**src/rtl/rstmgr_pkg.sv**
```systemverilog
package rstmgr_pkg;
  localparam int CAUSE_W = 5;

  typedef enum int {
    CZ_PIN   = 0,
    CZ_PWR   = 1,
    CZ_WDT   = 2,
    CZ_SWSYS = 3,
    CZ_SWCPU = 4
  } causeIdx_e;

  localparam logic [CAUSE_W-1:0] CAUSE_PWR_INIT = 5'b00010;

  typedef struct packed {
    logic sysReq;
    logic cpuReq;
    logic wdtDone;
  } rstStrobe_t;
endpackage

```
**src/rtl/rstmgr_ctrl.sv**
```systemverilog
module rstmgr_ctrl
  import rstmgr_pkg::*;
#(
  parameter int NUM_MOD  = 4,
  parameter int PREP_CYC = 8,
  localparam int CTL_W   = NUM_MOD + 2,
  localparam int PC_W    = (PREP_CYC > 1) ? $clog2(PREP_CYC) : 1
) (
  input  logic               clk,
  input  logic               hardRstN,
  input  logic               pwrRstN,
  input  logic               pinRstN,
  input  logic               wdtReq,
  input  logic               ctlWrEn,
  input  logic [CTL_W-1:0]   ctlWrData,
  input  logic               causeClrEn,
  input  logic [CAUSE_W-1:0] causeClrMask,
  output rstStrobe_t         strobe,
  output logic [NUM_MOD-1:0] modReq,
  output logic [CAUSE_W-1:0] cause
);
  logic [CTL_W-1:0]   ctlQ, ctlPrev, ctlEdge;
  logic               wdtPrev, busy, done;
  logic [PC_W-1:0]    pc;
  logic               pinS1, pinS2;
  logic [CAUSE_W-1:0] setVec, clrVec;

  // software bits self-clear; prepare counter for watchdog
  always_ff @(posedge clk or negedge hardRstN) begin
    if (!hardRstN) begin
      ctlQ    <= '0;
      ctlPrev <= '0;
      wdtPrev <= 1'b0;
      busy    <= 1'b0;
      pc      <= '0;
      done    <= 1'b0;
    end else begin
      ctlQ    <= ctlWrEn ? ctlWrData : '0;
      ctlPrev <= ctlQ;
      wdtPrev <= wdtReq;
      done    <= 1'b0;
      if (busy) begin
        if (pc == PC_W'(PREP_CYC - 1)) begin
          busy <= 1'b0;
          done <= 1'b1;
        end else begin
          pc <= pc + 1'b1;
        end
      end else if (wdtReq && !wdtPrev) begin
        busy <= 1'b1;
        pc   <= '0;
      end
    end
  end

  assign ctlEdge = ctlQ & ~ctlPrev;

  // pin level seen in the power-only domain so the cause survives pin reset
  always_ff @(posedge clk or negedge pwrRstN) begin
    if (!pwrRstN) begin
      pinS1 <= 1'b1;
      pinS2 <= 1'b1;
    end else begin
      pinS1 <= pinRstN;
      pinS2 <= pinS1;
    end
  end

  always_comb begin
    setVec           = '0;
    setVec[CZ_PIN]   = ~pinS2;
    setVec[CZ_WDT]   = done;
    setVec[CZ_SWSYS] = ctlEdge[0];
    setVec[CZ_SWCPU] = ctlEdge[1];
    clrVec           = causeClrEn ? causeClrMask : '0;
  end

  always_ff @(posedge clk or negedge pwrRstN) begin
    if (!pwrRstN) cause <= CAUSE_PWR_INIT;
    else          cause <= (cause & ~clrVec) | setVec;
  end

  assign strobe.sysReq  = done | ctlEdge[0];
  assign strobe.cpuReq  = ctlEdge[1];
  assign strobe.wdtDone = done;
  assign modReq         = ctlEdge[CTL_W-1:2];
endmodule

```
**src/rtl/rstmgr_dom.sv**
```systemverilog
module rstmgr_dom #(
  parameter int MIN_CYC = 16,
  localparam int CNT_W  = $clog2(MIN_CYC + 1)
) (
  input  logic clk,
  input  logic hardRstN,
  input  logic req,
  output logic rstN
);
  logic [CNT_W-1:0] cnt;
  logic             s1, s2;

  always_ff @(posedge clk or negedge hardRstN) begin
    if (!hardRstN) begin
      cnt <= '0;
      s1  <= 1'b0;
      s2  <= 1'b0;
    end else if (req) begin
      cnt <= '0;
      s1  <= 1'b0;
      s2  <= 1'b0;
    end else begin
      if (cnt != CNT_W'(MIN_CYC)) cnt <= cnt + 1'b1;
      s1 <= (cnt == CNT_W'(MIN_CYC));
      s2 <= s1;
    end
  end

  assign rstN = s2;
endmodule

```
**src/rtl/rstmgr_dp.sv**
```systemverilog
module rstmgr_dp
  import rstmgr_pkg::*;
#(
  parameter int NUM_MOD = 4,
  parameter int MIN_CYC = 16
) (
  input  logic               clk,
  input  logic               hardRstN,
  input  rstStrobe_t         strobe,
  input  logic [NUM_MOD-1:0] modReq,
  output logic               sysRstN,
  output logic               cpuRstN,
  output logic [NUM_MOD-1:0] modRstN
);
  rstmgr_dom #(.MIN_CYC(MIN_CYC)) u_sys (
    .clk(clk), .hardRstN(hardRstN), .req(strobe.sysReq), .rstN(sysRstN));

  rstmgr_dom #(.MIN_CYC(MIN_CYC)) u_cpu (
    .clk(clk), .hardRstN(hardRstN), .req(strobe.sysReq | strobe.cpuReq),
    .rstN(cpuRstN));

  for (genvar i = 0; i < NUM_MOD; i++) begin : g_mod
    rstmgr_dom #(.MIN_CYC(MIN_CYC)) u_mod (
      .clk(clk), .hardRstN(hardRstN), .req(strobe.sysReq | modReq[i]),
      .rstN(modRstN[i]));
  end
endmodule

```
**src/rtl/rstmgr_top.sv**
```systemverilog
module rstmgr_top
  import rstmgr_pkg::*;
#(
  parameter int NUM_MOD  = 4,
  parameter int MIN_CYC  = 16,
  parameter int PREP_CYC = 8
) (
  input  logic               clk,
  input  logic               pinRstN,
  input  logic               chipEn,
  input  logic               pwrGood,
  input  logic               wdtReq,
  input  logic               ctlWrEn,
  input  logic [NUM_MOD+1:0] ctlWrData,
  input  logic               causeClrEn,
  input  logic [4:0]         causeClrMask,
  output logic               sysRstN,
  output logic               cpuRstN,
  output logic [NUM_MOD-1:0] modRstN,
  output logic               prepDone,
  output logic [4:0]         cause
);
  logic               pwrRstN, hardRstN;
  rstStrobe_t         strobe;
  logic [NUM_MOD-1:0] modReq;

  assign pwrRstN  = chipEn & pwrGood;
  assign hardRstN = pwrRstN & pinRstN;

  rstmgr_ctrl #(.NUM_MOD(NUM_MOD), .PREP_CYC(PREP_CYC)) u_ctrl (
    .clk(clk), .hardRstN(hardRstN), .pwrRstN(pwrRstN), .pinRstN(pinRstN),
    .wdtReq(wdtReq), .ctlWrEn(ctlWrEn), .ctlWrData(ctlWrData),
    .causeClrEn(causeClrEn), .causeClrMask(causeClrMask),
    .strobe(strobe), .modReq(modReq), .cause(cause));

  rstmgr_dp #(.NUM_MOD(NUM_MOD), .MIN_CYC(MIN_CYC)) u_dp (
    .clk(clk), .hardRstN(hardRstN), .strobe(strobe), .modReq(modReq),
    .sysRstN(sysRstN), .cpuRstN(cpuRstN), .modRstN(modRstN));

  assign prepDone = strobe.wdtDone;
endmodule

```
**config.mk**
```make
export PLATFORM = sky130hd
export DESIGN_NAME = rstmgr_top
export DESIGN_NICKNAME = d
export VERILOG_FILES = /design/src/rtl/rstmgr_pkg.sv /design/src/rtl/rstmgr_ctrl.sv /design/src/rtl/rstmgr_dom.sv /design/src/rtl/rstmgr_dp.sv /design/src/rtl/rstmgr_top.sv
export SDC_FILE = /design/constraint.sdc
export NUM_CORES = 1
export LEC_CHECK = 0
export CORE_UTILIZATION = 32
export DETAILED_ROUTE_END_ITERATION = 8
export PLACE_DENSITY = 0.57
export SETUP_SLACK_MARGIN = 0.15
export SLEW_MARGIN = 5
export SYNTH_ARGS = -nofsm -noshare
export SYNTH_HDL_FRONTEND = slang
export SYNTH_SLANG_ARGS = --single-unit
```
**constraint.sdc**
```tcl
create_clock -name clk -period 2.5 [get_ports clk]
set_input_delay 0.25 -clock clk [delete_from_list [all_inputs] [get_ports clk]]
set_output_delay 0.25 -clock clk [all_outputs]
set_load 0.01 [all_outputs]
```
==> results.cfg <==
[layout]
fillerInstances = 806
syn_to_final_growth_pct = 22.87
final_core_util_pct = 41.30
mostFrequentLayoutCell = dfrtp_1
final_cell_mix = 64 x dfrtp_1, 29 x clkdlybuf4s50_1, 28 x nor2_1, 23 x inv_1, 14 x ha_1
fin_area_um2 = 3462
drive_above_1_share_pct = 9.818
fin_nets = 302
multi_input_area_um2 = 1006
seq_area_um2 = 1680
n_antenna_cell = 0

[power]
power.leakage_nw = 1.638
internal-power_w = 0.002280
power.density_nw_per_um2 = 910.7
power_w = 0.003153
ir_drop_uv = 315.0
seq_power_share_pct = 45.8
share_comb_of_total_power_pct = 20.3
power_switching_w = 0.0008735
swShare_pct = 27.70
clkPwrFrac_pct = 34.0

[min_path]
hold_path.class = primary input to asynchronous set/reset pin

[floorplan]
die_h_um = 95.84
rows = 33
initial_core_util_pct = 33.62
io_pins = 30
core_um2 = 8382
dieArea_um2 = 9184
die_w_um = 95.84

[critical_path]
arrival_ps = 1460
cp_slowest_stage_delay_ps = 610
critPathCaptureType = output port
crit_buf_inv = 1
crit_fanout = 8
worst-setup-path-type = flip-flop to output port
path_cells = clkdlybuf4s50_1
crit_required_ps = 2250
cp_top_family = buffers and inverters
startpoint_type = flip-flop
worst_path_max_delay_cell = clkdlybuf4s50_1

[clocking]
clkLatencyLatePin_ps = 340
cts_tree = done
htreeDepth = 3
cts_hold_repair.buffers = 0
postCtsSetupRepairBufs = 0
cts.sinks = 67
cts.path.max_buffers = 2
cts_root_buffer = clkbuf_8
path_clk_slew_ps = 70
cts_resized = 0
cts_made_buffers = 9

[sta]
finalClockSkew_ps = 8.041
worst_slew_pin_slew_ps = 500.1
final_max_slew_viol_count = 0
grt_setup_unrepaired = false
timing.fmax_mhz = 583.2
layout_min_cycle_time_ps = 1715
setup_viol = 0
final.period_utilization_pct = 68.58
tns_ps = 0
slew_headroom_pct = 66.66
hold_viol = 0

[synthesis]
synth_edf_count = 0
ys_warn_count = 0
synthCells = 234
synthesis.nets = 266
synth.avg_cell_area_um2 = 12.04
seq_area_frac_synth_pct = 59.64
synth_area_um2 = 2818
synth_cell_type_count = 29
ys_async_sr_fraction_pct = 100.0
ys_ff_latch = 67
ys.flop_type = dfrtp_1

[grt]
track_usage_pct = 11.59
overflow = 0
antenna_found_initial = 0
grt_pass1_wl_mm = 7.783
grt_pass1_vias = 1696
grt_max_degree = 27

[route]
wl_mm = 4.434
routedWlPerCell_um = 11.67
drt_pre_antenna_iters = 2
vias = 1649
drc = 0
via_per_inst = 4.339
drtIter0Drc = 22
ant_nets = 0

[place]
dp_hpwl_mm = 3.051
place_congestion = 0.7335
portBuffers = 29
dpl_cell_area_um2 = 3222

[outcome]
status = finished, final reports clean

[run]
maxCapViolCount = 0
## Yosys cell counts (6+ instances only)
| cell | count | area share, % |
|---|---|---|
| nor2_1 | 28 | 3.7 |
| nor3_1 | 7 | 1.2 |
| and2_1 | 8 | 1.8 |
| xor2_1 | 12 | 3.7 |
| inv_1 | 23 | 3.1 |
| nand2_1 | 6 | 0.80 |
| dfrtp_1 | 64 | 57 |
| nand3_1 | 12 | 2.1 |
| nor2b_1 | 8 | 1.8 |
| xnor2_1 | 12 | 3.7 |
| mux2i_1 | 7 | 2.5 |
| ha_1 | 14 | 6.2 |
## final cells by class
class                           instances  area share, %
Timing Repair Buffer                   31          9.180
Clock buffer                            9          3.578
Sequential cell                        67          48.54
Multi-Input combinational cell        138          29.06
Inverter                               23          2.494
Clock inverter                          7          3.361
Tap cell                              105          3.795
## metal layers
| metal | global-route usage, % | share of wire, % |
|---|---|---|
| met5 | 0 | 0 |
| met4 | 6.716 | 2.0 |
| met3 | 4.107 | 5.5 |
| met2 | 17.44 | 43 |
| met1 | 14.37 | 49 |
## cells by family after synthesis
group / count (synthesis) / share of synthesized area [%]
compound gates: 11 / 3.197
flops: 67 / 59.64
mux: 7 / 2.487
xor+xnor: 24 / 7.460
buf+inv: 29 / 4.707
fa+ha+maj: 14 / 6.217
simple gates: 82 / 16.30
## power by group through the flow
stage                     sequential [W]  clock, W  combinational, W
after global routing             0.00147   0.00115          0.000744
after floorplan                  0.00143         0          0.000492
after detailed placement         0.00146         0          0.000650
final                            0.00144   0.00107          0.000640
after CTS                        0.00144   0.00111          0.000656
after global placement           0.00146         0          0.000637
## state kept, by name (all words and copies together) (netlist names), 4 cells and up
| register | count |
|---|---|
| u_dp.g_mod.u_mod.cnt | 20 |
| u_ctrl.ctlPrev | 6 |
| u_ctrl.ctlQ | 6 |
| u_ctrl.cause | 5 |
| u_dp.u_cpu.cnt | 5 |
| u_dp.u_sys.cnt | 5 |
| u_dp.g_mod.u_mod.rstN | 4 |
| u_dp.g_mod.u_mod.s1 | 4 |
## final timing paths
check	from	end	slack, ps	depth (start not counted)
setup / recovery	u_ctrl.done	prepDone	790	1
hold / removal	pwrGood	u_ctrl.cause[2]	280	2
setup reg to reg	u_ctrl.pc[0]	u_ctrl.pc[1]	1090	5
hold reg to reg	u_ctrl.pinS1	u_ctrl.pinS2	370	0
max in group asynchronous	pinRstN	u_dp.g_mod[2].u_mod.cnt[2]	1460	3
min in group clk	pinRstN	u_ctrl.pinS1	340	1
## stage by stage
step                worst slack, ps  hold WS [ps]  instances
global placement               1056         355.8        364
floorplan                     362.9         127.6        234
detailed placement             1038         355.5        364
CTS                           738.7         268.1        380
global route                  710.4         296.6        380
finish                        785.4         280.6        380
Note: power is estimated with default switching activity, not from simulation.
